<file path="src/rtl/rtc_pkg.sv">
// Package: rtc_pkg
// Shared constants and types for the seconds-counter core.
// Assumes the byte lanes are 8 bits wide and the register map starts at
// a base offset that the top module supplies.
package rtc_pkg;
    localparam int BYTE_W          = 8;
    // register offsets relative to the core's base address
    localparam int OFS_CTRL        = 0;
    localparam int OFS_ALARM_STAT  = 1;
    localparam int OFS_WR_FIRST    = 2;
    // bit positions decoded by the host
    localparam int CTRL_RUN_BIT    = 7;
    localparam int CTRL_ALARM_BIT  = 1;
    localparam int STAT_PEND_BIT   = 0;

    typedef enum logic [1:0] {
        OP_IDLE  = 2'd0,
        OP_READ  = 2'd1,
        OP_WRITE = 2'd2
    } bus_op_e;
endpackage

</file>
<file path="src/rtl/rtc_bus_regs.sv">
// Module: rtc_bus_regs
// Decodes the byte-wide register port. Holds the control bits, the staged
// time bytes and the alarm bytes, and produces the load and clear strobes.
// Read data is registered: it is captured on the edge that takes a read.
// Assumes bus_en is a one-cycle qualifier for each access.
module rtc_bus_regs
    import rtc_pkg::*;
#(
    parameter int                NUM_BYTES = 4,
    parameter int                ADDR_W    = 8,
    parameter logic [ADDR_W-1:0] BASE_ADDR = '0
) (
    input  logic                          clk,
    input  logic                          rst_n,
    input  logic                          bus_en,
    input  logic                          bus_we,
    input  logic [ADDR_W-1:0]             bus_addr,
    input  logic [BYTE_W-1:0]             bus_wdata,
    input  logic [NUM_BYTES*BYTE_W-1:0]   count_i,
    input  logic                          pend_i,
    output logic                          run_en,
    output logic                          alarm_en,
    output logic                          load_stb,
    output logic [NUM_BYTES*BYTE_W-1:0]   load_val,
    output logic [NUM_BYTES*BYTE_W-1:0]   alarm_val,
    output logic                          clr_stb,
    output logic [BYTE_W-1:0]             bus_rdata
);
    localparam int RD_FIRST  = OFS_WR_FIRST + NUM_BYTES;
    localparam int ALM_FIRST = RD_FIRST + NUM_BYTES;
    localparam int MAP_END   = ALM_FIRST + NUM_BYTES;

    logic [ADDR_W-1:0] ofs;
    bus_op_e           op;
    logic              wr_ctrl;
    logic              wr_stat;
    logic              mapped;
    logic [BYTE_W-1:0] rd_next;
    logic [BYTE_W-1:0] stage_q [NUM_BYTES];
    logic [BYTE_W-1:0] alarm_q [NUM_BYTES];

    // offset within the core's window
    assign ofs = bus_addr - BASE_ADDR;

    // classify the current bus cycle
    always_comb begin
        if (!bus_en)     op = OP_IDLE;
        else if (bus_we) op = OP_WRITE;
        else             op = OP_READ;
    end

    assign wr_ctrl  = (op == OP_WRITE) && (ofs == ADDR_W'(OFS_CTRL));
    assign wr_stat  = (op == OP_WRITE) && (ofs == ADDR_W'(OFS_ALARM_STAT));
    assign load_stb = (op == OP_WRITE) && (ofs == ADDR_W'(OFS_WR_FIRST));
    assign clr_stb  = wr_stat && bus_wdata[STAT_PEND_BIT];
    assign mapped   = (ofs < ADDR_W'(MAP_END));

    // control register: counter enable and alarm compare enable
    always_ff @(posedge clk) begin
        if (!rst_n) begin
            run_en   <= 1'b0;
            alarm_en <= 1'b0;
        end else if (wr_ctrl) begin
            run_en   <= bus_wdata[CTRL_RUN_BIT];
            alarm_en <= bus_wdata[CTRL_ALARM_BIT];
        end
    end

    // one staged byte and one alarm byte per lane
    for (genvar g = 0; g < NUM_BYTES; g++) begin : g_lane
        always_ff @(posedge clk) begin
            if (!rst_n)
                stage_q[g] <= '0;
            else if ((op == OP_WRITE) && (ofs == ADDR_W'(OFS_WR_FIRST + g)))
                stage_q[g] <= bus_wdata;
        end

        always_ff @(posedge clk) begin
            if (!rst_n)
                alarm_q[g] <= '0;
            else if ((op == OP_WRITE) && (ofs == ADDR_W'(ALM_FIRST + g)))
                alarm_q[g] <= bus_wdata;
        end

        assign alarm_val[g*BYTE_W +: BYTE_W] = alarm_q[g];

        if (g == 0) begin : g_low
            assign load_val[BYTE_W-1:0] = bus_wdata;
        end else begin : g_high
            assign load_val[g*BYTE_W +: BYTE_W] = stage_q[g];
        end
    end

    // read multiplexer; unmapped offsets give zero
    always_comb begin
        rd_next = '0;
        if (ofs == ADDR_W'(OFS_CTRL)) begin
            rd_next[CTRL_RUN_BIT]   = run_en;
            rd_next[CTRL_ALARM_BIT] = alarm_en;
        end
        if (ofs == ADDR_W'(OFS_ALARM_STAT))
            rd_next[STAT_PEND_BIT] = pend_i;
        for (int i = 0; i < NUM_BYTES; i++) begin
            if (ofs == ADDR_W'(OFS_WR_FIRST + i)) rd_next = stage_q[i];
            if (ofs == ADDR_W'(RD_FIRST + i))     rd_next = count_i[i*BYTE_W +: BYTE_W];
            if (ofs == ADDR_W'(ALM_FIRST + i))    rd_next = alarm_q[i];
        end
    end

    // registered read data, held between reads
    always_ff @(posedge clk) begin
        if (!rst_n)
            bus_rdata <= '0;
        else if (op == OP_READ)
            bus_rdata <= rd_next;
    end

    assert_unmapped_read_zero_R11: assert property (@(posedge clk) disable iff (!rst_n)
        (op == OP_READ && !mapped) |=> (bus_rdata == '0));

    assert_ctrl_takes_write_R2: assert property (@(posedge clk) disable iff (!rst_n)
        wr_ctrl |=> (run_en == $past(bus_wdata[CTRL_RUN_BIT]))
                 && (alarm_en == $past(bus_wdata[CTRL_ALARM_BIT])));

    assert_ctrl_holds_R11: assert property (@(posedge clk) disable iff (!rst_n)
        !wr_ctrl |=> $stable({run_en, alarm_en}));

    assert_rdata_holds_R6: assert property (@(posedge clk) disable iff (!rst_n)
        (op != OP_READ) |=> $stable(bus_rdata));
endmodule

</file>
<file path="src/rtl/rtc_count_core.sv">
// Module: rtc_count_core
// The seconds counter. A load commits a whole new value in one cycle and
// takes priority over a tick; otherwise an enabled tick adds one, wrapping
// at the top of the range. Assumes tick is a one-cycle synchronous pulse.
module rtc_count_core #(
    parameter int CNT_W = 32
) (
    input  logic             clk,
    input  logic             rst_n,
    input  logic             tick,
    input  logic             run_en,
    input  logic             load_stb,
    input  logic [CNT_W-1:0] load_val,
    output logic [CNT_W-1:0] count
);
    // load first, then enabled increment
    always_ff @(posedge clk) begin
        if (!rst_n)
            count <= '0;
        else if (load_stb)
            count <= load_val;
        else if (run_en && tick)
            count <= count + CNT_W'(1);
    end

    assert_load_commits_R5: assert property (@(posedge clk) disable iff (!rst_n)
        load_stb |=> (count == $past(load_val)));

    assert_hold_when_off_R3: assert property (@(posedge clk) disable iff (!rst_n)
        (!run_en && !load_stb) |=> $stable(count));

    assert_tick_adds_one_R3: assert property (@(posedge clk) disable iff (!rst_n)
        (run_en && tick && !load_stb) |=> (count == $past(count) + CNT_W'(1)));

    assert_wrap_to_zero_R7: assert property (@(posedge clk) disable iff (!rst_n)
        (run_en && tick && !load_stb && (count == '1)) |=> (count == '0));
endmodule

</file>
<file path="src/rtl/rtc_alarm_unit.sv">
// Module: rtc_alarm_unit
// Compares the count a tick is about to produce against the alarm value
// and latches a pending flag, which software clears by a write-one.
// A set in the same cycle as a clear wins. Assumes the count and the
// alarm value come straight from their registers.
module rtc_alarm_unit #(
    parameter int CNT_W = 32
) (
    input  logic             clk,
    input  logic             rst_n,
    input  logic             tick,
    input  logic             run_en,
    input  logic             alarm_en,
    input  logic             load_stb,
    input  logic [CNT_W-1:0] count,
    input  logic [CNT_W-1:0] alarm_val,
    input  logic             clr_stb,
    output logic             pend
);
    logic [CNT_W-1:0] next_cnt;
    logic             hit;
    logic             set_cond;

    // value the counter takes on an enabled tick
    assign next_cnt = count + CNT_W'(1);
    assign hit      = (next_cnt == alarm_val);
    assign set_cond = tick && run_en && !load_stb && alarm_en && hit;

    // sticky pending flag
    always_ff @(posedge clk) begin
        if (!rst_n)
            pend <= 1'b0;
        else if (set_cond)
            pend <= 1'b1;
        else if (clr_stb)
            pend <= 1'b0;
    end

    assert_set_needs_tick_R9: assert property (@(posedge clk) disable iff (!rst_n)
        $rose(pend) |-> $past(tick && run_en && alarm_en && !load_stb));

    assert_pend_sticky_R10: assert property (@(posedge clk) disable iff (!rst_n)
        (pend && !clr_stb) |=> pend);

    assert_clear_works_R10: assert property (@(posedge clk) disable iff (!rst_n)
        (clr_stb && !set_cond) |=> !pend);
endmodule

</file>
<file path="src/rtl/rtc_seconds_core.sv">
// Module: rtc_seconds_core
// Top of the seconds counter with alarm. Joins the register port, the
// counter and the alarm unit. The interrupt is the pending flag register.
// Assumes sec_tick and the bus are synchronous to clk.
module rtc_seconds_core
    import rtc_pkg::*;
#(
    parameter int                NUM_BYTES = 4,
    parameter int                ADDR_W    = 8,
    parameter logic [ADDR_W-1:0] BASE_ADDR = '0
) (
    input  logic              clk,
    input  logic              rst_n,
    input  logic              sec_tick,
    input  logic              bus_en,
    input  logic              bus_we,
    input  logic [ADDR_W-1:0] bus_addr,
    input  logic [BYTE_W-1:0] bus_wdata,
    output logic [BYTE_W-1:0] bus_rdata,
    output logic              alarm_irq
);
    localparam int CNT_W = NUM_BYTES * BYTE_W;

    logic             run_en;
    logic             alarm_en;
    logic             load_stb;
    logic             clr_stb;
    logic             pend;
    logic [CNT_W-1:0] load_val;
    logic [CNT_W-1:0] alarm_val;
    logic [CNT_W-1:0] count;

    rtc_bus_regs #(
        .NUM_BYTES (NUM_BYTES),
        .ADDR_W    (ADDR_W),
        .BASE_ADDR (BASE_ADDR)
    ) u_regs (
        .clk       (clk),
        .rst_n     (rst_n),
        .bus_en    (bus_en),
        .bus_we    (bus_we),
        .bus_addr  (bus_addr),
        .bus_wdata (bus_wdata),
        .count_i   (count),
        .pend_i    (pend),
        .run_en    (run_en),
        .alarm_en  (alarm_en),
        .load_stb  (load_stb),
        .load_val  (load_val),
        .alarm_val (alarm_val),
        .clr_stb   (clr_stb),
        .bus_rdata (bus_rdata)
    );

    rtc_count_core #(
        .CNT_W (CNT_W)
    ) u_count (
        .clk      (clk),
        .rst_n    (rst_n),
        .tick     (sec_tick),
        .run_en   (run_en),
        .load_stb (load_stb),
        .load_val (load_val),
        .count    (count)
    );

    rtc_alarm_unit #(
        .CNT_W (CNT_W)
    ) u_alarm (
        .clk       (clk),
        .rst_n     (rst_n),
        .tick      (sec_tick),
        .run_en    (run_en),
        .alarm_en  (alarm_en),
        .load_stb  (load_stb),
        .count     (count),
        .alarm_val (alarm_val),
        .clr_stb   (clr_stb),
        .pend      (pend)
    );

    assign alarm_irq = pend;

    assert_irq_low_after_clear_R10: assert property (@(posedge clk) disable iff (!rst_n)
        (clr_stb && !sec_tick) |=> !alarm_irq);
endmodule

</file>
<file path="config.mk">
export PLATFORM = sky130hd
export DESIGN_NAME = rtc_seconds_core
export DESIGN_NICKNAME = d
export VERILOG_FILES = /design/src/rtl/rtc_pkg.sv /design/src/rtl/rtc_bus_regs.sv /design/src/rtl/rtc_count_core.sv /design/src/rtl/rtc_alarm_unit.sv /design/src/rtl/rtc_seconds_core.sv
export SDC_FILE = /design/constraint.sdc
export NUM_CORES = 1
export LEC_CHECK = 0
export BUFFER_PORTS_ARGS = -buffer_cell sky130_fd_sc_hd__buf_4
export CAP_MARGIN = 20
export CORE_MARGIN = 2
export CORE_UTILIZATION = 45
export CTS_CLUSTER_SIZE = 10
export DETAILED_ROUTE_END_ITERATION = 8
export PLACE_DENSITY = 0.71
export SLEW_MARGIN = 5
export SYNTH_ARGS = -nofsm -noshare
export SYNTH_HDL_FRONTEND = slang
export SYNTH_HIERARCHICAL = 1
export SYNTH_SLANG_ARGS = --single-unit
</file>
<file path="constraint.sdc">
create_clock -name clk -period 3.2 [get_ports clk]
set_input_delay 0.32 -clock clk [delete_from_list [all_inputs] [get_ports clk]]
set_output_delay 0.32 -clock clk [all_outputs]
set_load 0.005 [all_outputs]
</file>
Yosys cells after proc, flatten, opt, wreduce, memory -nomap -nowiden:

Memories as Yosys holds them, arrays and structs flattened.
Index checks and enable logic that the tools add are counted.

* register bits: 43
* memory bits (writable): 64
* word-level logic and storage cells: 105
* memories: 2

Memory list
* u_regs.alarm_q: depth 4, width 8, rd ports 4, clocked after memory_dff 0, write ports 4, line rtc_bus_regs.sv:40 `logic [BYTE_W-1:0] alarm_q [NUM_BYTES];`
* u_regs.stage_q: depth 4, width 8, rd ports 4, clocked after memory_dff 0, write ports 4, line rtc_bus_regs.sv:39 `logic [BYTE_W-1:0] stage_q [NUM_BYTES];`

* $add $sub $neg: 1
* eq/ne operators: 16
* multiplexer cells: 54
* bitwise operators: 8
* reduce and logical (&&, ||, !) cells: 19

Operator list (number)
* 8-bit 2-to-1 mux: 20
* 32-bit 2-to-1 mux: 2
* 8-bit by 4-bit == test with 1-bit output (second input constant): 6
* 32-bit by 1-bit adder with 32-bit output (second input constant): 1
* 32-bit == test: 1
* 8-bit by 3-bit == test with 1-bit output (second input constant): 4
* 1-bit 2-to-1 mux: 30
* 8-bit by 2-bit == test with 1-bit output (second input constant): 2
* 1-bit logical AND: 15
* 8-bit by 1-bit == test with 1-bit output (second input constant): 1
* 8-bit logical NOT: 1
* 1-bit OR: 8
* 2-bit 2-to-1 mux: 2
* 2-bit nonzero test: 2
* 2-bit by 1-bit == test with 1-bit output (second input constant): 1
* 2-bit == test (second input constant): 1
* 1-bit logical NOT: 1

Depth between registers and ports, before layout:

Gate-level depths: netlist of the first run.

* depth after elaboration: 14
* mapped depth: 10
* gate-level depth less buffers: 9

Modules after synthesis:

The synthesis of the first run kept the hierarchy.

By module, submodules not included
* rtc_bus_regs: instances 1, cells an instance 422, area an instance 4224.1 um2, sequential area each 2122.0 um2
* rtc_count_core: instances 1, cells an instance 230, area an instance 1808.0 um2, sequential area each 640.6 um2
* rtc_alarm_unit: instances 1, cells an instance 169, area an instance 1149.9 um2, sequential area each 20.0 um2

Least setup slack after synthesis of the first run:

OpenSTA, ideal clock, no wires.

* path type: input to register
* from: input bus_addr[7]
* to: register u_count.count[16]
* library setup time: 0.132 ns
* arrival: 2.354 ns
* required time: 3.068 ns
* setup slack: 0.714 ns
* stages: 9
* buffers on the path: 3
* cell sequence: nor4_2 -> nand2_1 -> nor4_2 -> clkbuf_1 -> inv_1 -> clkbuf_1 -> clkbuf_1 -> o21ai_0 -> a21oi_1

* cells in the longest elaborated chain, start to end: 3
* elaborated cells on any way between the ends: 4
* classes of those cells: 1 x eq/ne; 1 x mux; 2 x reduce/logical

RTL lines
* start, declared: line rtc_seconds_core.sv:17 `input logic [ADDR_W-1:0] bus_addr,`
* 8-bit by 2-bit == test with 1-bit output *: line rtc_bus_regs.sv:54 `assign load_stb = (op == OP_WRITE) && (ofs == ADDR_W'(OFS_WR_FIRST));`
* 1-bit logical AND *: line rtc_bus_regs.sv:54
* net load_stb: line rtc_seconds_core.sv:26 `logic load_stb;`
* 32-bit 2-to-1 mux or 2-bit nonzero test (tied branches)
* end signal, assigned: line rtc_count_core.sv:21 `count <= load_val;`
* end signal, assigned: line rtc_count_core.sv:23 `count <= count + CNT_W'(1);`
* end, declared: line rtc_count_core.sv:14 `output logic [CNT_W-1:0] count`

The timed path passes the listed nets; every way through them passes the cells marked *.
A chain may end at the register's enable or synchronous reset.

Worst setup path after layout of the first run:

* from: register u_count.count[0]
* to: register u_alarm.pend

* cells in the longest elaborated chain, start to end: 4
* elaborated cells on any way between the ends: 5
* classes of those cells: 1 x add/sub; 1 x eq/ne; 1 x mux; 2 x reduce/logical

RTL lines
* 32-bit by 1-bit adder with 32-bit output *: line rtc_alarm_unit.sv:25 `assign next_cnt = count + CNT_W'(1);`
* 32-bit == test *: line rtc_alarm_unit.sv:26 `assign hit = (next_cnt == alarm_val);`
* 1-bit logical AND *: line rtc_alarm_unit.sv:27 `assign set_cond = tick && run_en && !load_stb && alarm_en && hit;`
* 1-bit 2-to-1 mux or 2-bit nonzero test (tied branches)
* end signal, assigned: line rtc_alarm_unit.sv:32 `pend <= 1'b0;`
* end signal, assigned: line rtc_alarm_unit.sv:34 `pend <= 1'b1;`
* end signal, assigned: line rtc_alarm_unit.sv:36 `pend <= 1'b0;`
* end, declared: line rtc_alarm_unit.sv:18 `output logic pend`

Every way passes the cells marked *; elsewhere a longest branch is shown, timed or not.

==> results of run 1 <==
[metal layers]
| metal | vias up | routed length [um] | global-route usage (%) |
|---|---|---|---|
| li1 | 3061 | - | - |
| met1 | 3173 | 10310 | 41.80 |
| met2 | 448 | 10200 | 42.65 |
| met3 | 57 | 2306 | 3.034 |
| met4 | 0 | 791 | 9.262 |
| met5 | - | 0 | 0 |
[layout by cell type, fill, tap and decap left out, types with 14 or more instances in the layout]
cell,Yosys,routed
a21oi_1,46,46
and2_1,62,62
and3_1,15,15
buf_4,8,54
dfxtp_1,43,43
edfxtp_1,64,64
nand2_1,76,76
nand2b_1,14,14
nand3_1,39,39
nand4_1,27,27
nor2_1,33,33
nor2b_1,14,14
nor3_1,20,20
nor4_1,18,18
o21ai_0,63,63
xnor2_1,53,53
xor2_1,21,21
[stage by stage]
stage | area, um2 | hold slack [ns] | worst slack, ns
2_1_floorplan | 7182 | 0.4482 | 0.7136
3_3_place_gp | 7645 | 0.5042 | 0.5388
3_5_place_dp | 7645 | 0.5152 | 0.4700
4_1_cts | 7935 | 0.3188 | 0.4437
5_1_grt | 7935 | 0.3396 | 0.2175
6_report | 7935 | 0.3146 | 0.4082
[area by class of cell]
type / count / area, um2 / share of cell area (%)
clock buffer: 9 / 225.2 / 2.838
multi-input combinational: 651 / 4145 / 52.24
clock inverter: 7 / 65.06 / 0.8199
inverter: 11 / 41.29 / 0.5203
sequential: 107 / 2783 / 35.07
timing repair buffer: 54 / 405.4 / 5.109
tap: 216 / 270.3 / 3.406
[kinds of logic after synthesis]
| group | after synthesis | share of synthesized area [%] |
|---|---|---|
| adder cells (fa/ha/maj) | 2 | 0.3484 |
| multiplexers | 11 | 1.620 |
| AND/OR/NAND/NOR | 373 | 29.77 |
| XOR/XNOR | 74 | 9.025 |
| buffers and inverters | 63 | 3.780 |
| AO/OA/AOI/OAI | 191 | 16.71 |
| flip-flops | 107 | 38.75 |
[registers in the layout, summed over array words and instances (netlist names)]
register          flops
u_regs/alarm_q       32
u_regs/alarm_en       1
u_count/count        32
u_regs/run_en         1
u_regs/bus_rdata      8
u_regs/stage_q       32
u_alarm/pend          1
[path summary, 6_finish.rpt]
path                 endpoint  cells past startpoint  slack (ns)              from
min reg2reg   u_regs/alarm_en                      2        0.54   u_regs/alarm_en
max reg2reg      u_alarm/pend                      9        0.41  u_count/count[0]
max              u_alarm/pend                      9        0.41  u_count/count[0]
min          u_count/count[4]                      2        0.31      bus_wdata[4]
[report_power, final]
part / switching, W / internal [W] / total (W) / leakage [nW]
sequential: 0.0000521 / 0.00150 / 0.00155 / 0.954
clock: 0.000550 / 0.000549 / 0.00110 / 0.141
combinational: 0.000188 / 0.0000986 / 0.000287 / 1.44
total: 0.000790 / 0.00215 / 0.00294 / 2.53
==> impl_metrics.toml, run 1 <==
[run_status]
status = "complete, no violations"

[synthesis]
synth_edf_count = 64
synth.cell_area_um2 = 7182
yosys-top-cells-count = "nand2_1 (76), edfxtp_1 (64), o21ai_0 (63)"
seq_area_frac_synth_pct = 38.75
synthCells = 821
synth_cell_type_count = 78
yosysMostFrequentCell = "nand2_1"
async_reset_ff_share_pct = 0
synth_top_area_share_pct = 26.76
ys_warn_count = 6
syn_nets = 844
synth_seq_cells = 107
yosys.area.top_type = "edfxtp_1"
ys.flop_type = "edfxtp_1"
synth_area_per_cell_um2 = 8.748
synthTopCellsByArea = "edfxtp_1 (27%), dfxtp_1 (12%), xnor2_1 (6.5%)"

[routing]
wl_per_cell_um = 22.37
drtPass1Iterations = 6
via_count = 6739
drtAntennaViolNets = 0
viasPerCell = 6.388
drc = 0
wl_um = 23610
drt_iter0_drc = 1322

[global_routing]
antenna_found_initial = 0
grt_use_total_pct = 28.06
grt-ovfl-total = 0
grt_pass1_wl_um = 35370
grt_max_degree = 42
grt_pass1_vias = 5825

[final_layout]
fin_util_pct = 50.50
drive_gt1_share_pct = 11.56
n_fill_cell = 1463
syn_to_final_growth_pct = 10.49
antenna_cells = 0
fin_nets = 857
stdcell_count = 1055

[critical_path]
required_ns = 3.50
critPathArrivalTime_ns = 3.09
critPathBufInv = 0
start_kind = "flip-flop"
crit_chain = "ha_1 > nand3_1 > or4_1 > nor3_2 > and4b_1 > o21ai_1 > nor4_1 > nand4_1 > nand2_1"
critPathKind = "flip-flop to flip-flop"
crit_family = "simple AND/OR/NAND/NOR gates"
cpMaxStageDelayCell = "or4_1"
end_kind = "flip-flop"
worstPathMaxFanout = 10
worst_path_largest_cell_delay_ns = 0.72

[die]
io_pins = 30
die_h_um = 130.3
die-area_um2 = 16990
die_x_um = 130.3
start_util_pct = 45.71
core-area_um2 = 15710
fp-row-count = 46

[place]
dp_hpwl_um = 17390
place_inst = 1039
io_buffers = 29
gp_congestion = 1.018

[flow_run]
drv_cap = 0

[power]
power_w = 0.002939
p_leak_nw = 2.534
p_per_area_nw_per_um2 = 370.3
irDropWorstVdd_uv = 252.8

[timing]
post-route-min-period_ns = 2.792
setup_viol = 0
rsz0062_at_grt = "false"
worstMarginPinSlew_ns = 0.7732
hold_viol = 0
maxSlewHeadroom_pct = 48.02
finalCritPeriodShare_pct = 87.24
slew_violations = 0
skew_ns = 0.008837
setup_tns_ns = 0
max_freq_mhz = 358.2

[clocking]
path_clk_slew_ns = 0.08
clock_latency_ns = 0.36
cts_tree = "done"
ctsResizeCount = 0
cts_buffer_depth = 2
hold_buffers = 0
htreeDepth = 3
cts_sinks = 107
root_buffer = "clkbuf_16"
cts_buffers = 9
post_cts_buffers = 0

[worst_hold_path]
hold_class = "input pin to flip-flop"
(Power assumes the default switching activity.)
==> run 2, diff against run 1 <==
Settings changed: BUFFER_PORTS_ARGS -buffer_cell sky130_fd_sc_hd__buf_4 to -buffer_cell sky130_fd_sc_hd__buf_2.
==> impl_metrics.toml, run 2 (synthesized netlist as in run 1, its figures left out) <==
[final_layout]
fin_nets = 863
drive_gt1_share_pct = 12.19
antenna_cells = 0
final_cell_mix = "nand2_1 (76), edfxtp_1 (64), o21ai_0 (63), and2_1 (62), xnor2_1 (53)"
postLayoutCellArea_um2 = 7903
largestRegisters = "u_count/count: 32 flops, u_regs/alarm_q: 32 flops, u_regs/stage_q: 32 flops"
syn_to_final_growth_pct = 10.03
final_common_cell = "nand2_1"
stdcell_count = 1061

[timing]
setup_tns_ns = 0
worstMarginPinSlew_ns = 0.8574
slew_violations = 0
rsz0062_at_grt = "false"
max_freq_mhz = 365.1
hold_viol = 0
skew_ns = 0.01073
post-route-min-period_ns = 2.739
finalCritPeriodShare_pct = 85.58
maxSlewHeadroom_pct = 42.63
final.setup.worst_slack_ns = 0.4613
setup_viol = 0

[place]
dp_hpwl_um = 17550
gp_congestion = 1.084
pre_cts_slack_ns = 0.5047
io_buffers = 29
place_inst = 1045
post_dp_cell_area_um2 = 7617

[critical_path]
reg2reg_depth = 9
critPathKind = "flip-flop to flip-flop"
cpMaxStageDelayCell = "or4_1"
start_kind = "flip-flop"
required_ns = 3.49
end_kind = "flip-flop"
critPathArrivalTime_ns = 3.03
crit_chain = "ha_1 > nand3_1 > or4_1 > nor3_2 > and4b_1 > o21ai_1 > nor4_1 > nand4_1 > nand2_1"
worst_path_largest_cell_delay_ns = 0.72
worstPathMaxFanout = 10

[die]
die-area_um2 = 16990
io_pins = 30
die_h_um = 130.3
fp-row-count = 46
start_util_pct = 45.71
die_x_um = 130.3
core-area_um2 = 15710

[routing]
wl_um = 23510
drtAntennaViolNets = 0
viasPerCell = 6.363
wl_per_cell_um = 22.16
drtPass1Iterations = 7
drc = 0
drt_iter0_drc = 1070
via_count = 6751

[global_routing]
grt-ovfl-total = 0
grt_pass1_vias = 6176
antenna_found_initial = 0
grt_max_degree = 34
grt_use_total_pct = 28.03
grt_pass1_wl_um = 35990

[clocking]
cts_buffer_depth = 2
clock_latency_ns = 0.35
hold_buffers = 0
cts_tree = "done"
root_buffer = "clkbuf_16"
cts_sinks = 107
ctsResizeCount = 0
cts_buffers = 9
path_clk_slew_ns = 0.08
htreeDepth = 3
post_cts_buffers = 0

[worst_hold_path]
hold_class = "input pin to flip-flop"
min_path_cells = 3

[power]
p_leak_nw = 2.542
irDropWorstVdd_uv = 247.2
p_per_area_nw_per_um2 = 368.4

[run_status]
status = "complete, no violations"

[flow_run]
drv_cap = 0
## run 2: final timing paths
| kind | start | endpoint | slack, ns |
|---|---|---|---|
| min | bus_wdata[7] | u_regs/run_en | 0.39 |
| max | u_count/count[0] | u_alarm/pend | 0.46 |
| min reg2reg | u_regs/alarm_en | u_regs/alarm_en | 0.51 |
| max reg2reg | u_count/count[0] | u_alarm/pend | 0.46 |
## run 2: routing by layer
| metal | GRT usage, % | up-vias | part of all wire [%] |
|---|---|---|---|
| met4 | 9.512 | 0 | 3.7 |
| met1 | 39.98 | 3178 | 43 |
| met3 | 5.125 | 67 | 9.7 |
| met2 | 43.02 | 429 | 44 |
| li1 | - | 3077 | - |
| met5 | 0 | - | 0 |
## run 2: final cells by class
cell class | instances | area, um2
sequential | 107 | 2783
clock buffer | 9 | 225.2
fill | 1468 | 7810
multi-input combinational | 651 | 4145
inverter | 11 | 41.29
tap | 216 | 270.3
clock inverter | 7 | 60.06
timing repair buffer | 60 | 377.9
## run 2: critical path: cells and delay by family, from the launching register on
family | cells | cell delay (ns)
AND/OR/NAND/NOR | 7 | 1.85
flip-flops | 1 | 0.52
adder cells (fa/ha/maj) | 1 | 0.24
AO/OA/AOI/OAI | 1 | 0.06
## run 2: report_power, final
part / internal [W] / leakage [nW] / switching (W)
sequential: 0.00150 / 0.954 / 0.0000538
clock: 0.000542 / 0.136 / 0.000535
combinational: 0.0000934 / 1.45 / 0.000186
total: 0.00214 / 2.54 / 0.000775
## run 2: stage by stage
step,hold WS (ns),total power (W),util (%)
after CTS,0.3905,0.002903,50.29
after detailed placement,0.5091,0.001852,48.48
after global placement,0.5013,0.001852,48.48
after floorplan,0.4482,0.001722,-
after global routing,0.3938,0.002989,50.29
final,0.3898,0.002911,50.29
==> run 3, diff against run 2 <==
Settings changed: CORE_UTILIZATION 45 to 54, PLACE_DENSITY 0.71 to 0.81.
Clock period 3.2 ns to 3.11 ns, I/O delays scaled along.
==> impl_metrics.toml, run 3 (synthesized netlist as in run 1, its figures left out) <==
[timing]
rsz0062_at_grt = "false"
post-route-min-period_ns = 2.656
max_freq_mhz = 376.5
holdWs_ns = 0.3800
worstMarginPinSlew_ns = 0.9343
finalCritPeriodShare_pct = 85.41
hold_viol = 0
slew_violations = 0
maxSlewHeadroom_pct = 37.48
setup_viol = 0
setup_tns_ns = 0
skew_ns = 0.008196

[global_routing]
antenna_found_initial = 1
grt_max_degree = 41
grt_pass1_wl_um = 36340
grt-ovfl-total = 0
grt_pass1_vias = 6183
grt_use_total_pct = 33.87

[clocking]
ctsResizeCount = 0
post_cts_buffers = 0
htreeDepth = 3
cts_tree = "done"
cts_buffers = 9
clock_latency_ns = 0.36
cts_buffer_depth = 2
root_buffer = "clkbuf_16"
path_clk_slew_ns = 0.07
hold_buffers = 0
cts_sinks = 107

[final_layout]
final_common_cell = "nand2_1"
largestRegisters = "u_count/count: 32 flops, u_regs/alarm_q: 32 flops, u_regs/stage_q: 32 flops"
antenna_cells = 0
n_fill_cell = 1163
syn_to_final_growth_pct = 9.739
final_cell_mix = "nand2_1 (76), edfxtp_1 (64), o21ai_0 (63), and2_1 (62), xnor2_1 (53)"
fin_nets = 865
drive_gt1_share_pct = 12.28

[die]
die_h_um = 119.3
io_pins = 30
die-area_um2 = 14240
fp-row-count = 42
start_util_pct = 54.67
core-area_um2 = 13140
die_x_um = 119.3

[critical_path]
crit_chain = "nand4_1 > or4_1 > nor3_2 > and4b_1 > o21ai_1 > nor4_1 > nand4_1 > nand2_1"
critPathKind = "flip-flop to flip-flop"
critPathArrivalTime_ns = 2.96
critPathBufInv = 0
start_kind = "flip-flop"
crit_start = "u_count/count[7]"
rr_endpoint = "u_alarm/pend"
required_ns = 3.42
r2r_slack_ns = 0.45
crit_family = "simple AND/OR/NAND/NOR gates"
reg2reg_depth = 8
cpMaxStageDelayCell = "or4_1"
r2r-start = "u_count/count[7]"
worstPathMaxFanout = 11
worst_path_largest_cell_delay_ns = 0.70
end_kind = "flip-flop"
crit_path_frequent_cell = "nand4_1"

[flow_run]
drv_cap = 0

[power]
p_per_area_nw_per_um2 = 388.9
p_leak_nw = 2.564
irDropWorstVdd_uv = 296.0

[routing]
wl_met1_um = 9509
via_count = 6893
met3WireLength_um = 2954
drt_iter0_drc = 1203
drtAntennaViolNets = 0
wl_um = 23800
wl_per_cell_um = 23.27
dr.max_layer_used = "met5"
drtPass1Iterations = 8
drc = 0
viasPerCell = 6.738
wl_met2_um = 10190

[place]
gp_congestion = 1.044
io_buffers = 29
dp_hpwl_um = 17480

[worst_hold_path]
hold_start = "bus_wdata[1]"
hold_end = "u_regs/alarm_en"
min_path_cells = 3
hold_class = "input pin to flip-flop"

[run_status]
status = "complete, no violations"
==> run 3: area by class of cell <==
cell class / instances / area (um2) / area share (%)
Multi-Input combinational cell: 651 / 4145 / 52.60
Sequential cell: 107 / 2783 / 35.31
Timing Repair Buffer: 62 / 392.9 / 4.985
Clock buffer: 9 / 225.2 / 2.858
Tap cell: 176 / 220.2 / 2.794
Clock inverter: 7 / 73.82 / 0.9367
Inverter: 11 / 41.29 / 0.5239
==> run 3: worst max-delay path by stage <==
stage	endpoint	slack, ns	depth (start not counted)
2_1_floorplan	u_count/count[16]	0.63	9
6_report	u_alarm/pend	0.45	8
3_5_place_dp	u_alarm/pend	0.55	8
5_1_grt	u_alarm/pend	0.30	8
4_1_cts	u_alarm/pend	0.54	8
3_3_place_gp	u_alarm/pend	0.58	8
==> run 3: tightest hold or removal path: cells and delay by family <==
family          cells  cell delay [ns]
simple gates        1             0.10
buf+inv             1             0.20
compound gates      1             0.07
==> run 3: power by group <==
group	internal [W]	leakage (nW)	switching, W
Clock	0.000631	0.148	0.000543
Sequential	0.00154	0.954	0.0000557
Combinational	0.0000960	1.46	0.000195
Total	0.00227	2.56	0.000794
==> run 3: per-layer routing <==
metal | vias to the layer above | global-route usage (%)
met5 | - | 0
met4 | 2 | 16.69
met3 | 83 | 7.807
met2 | 499 | 48.53
met1 | 3224 | 48.02
li1 | 3085 | -
==> run 3: metrics by stage <==
stage	area [um2]	utilization, %	worst slack [ns]	cells	power (W)
after floorplan	7182	-	0.6326	821	0.001772
after global placement	7582	57.71	0.5822	1007	0.001904
after detailed placement	7582	57.71	0.5482	1007	0.001906
after CTS	7881	59.99	0.5372	1023	0.003052
after global routing	7881	59.99	0.2999	1023	0.003138
final	7881	59.99	0.4538	1023	0.003065
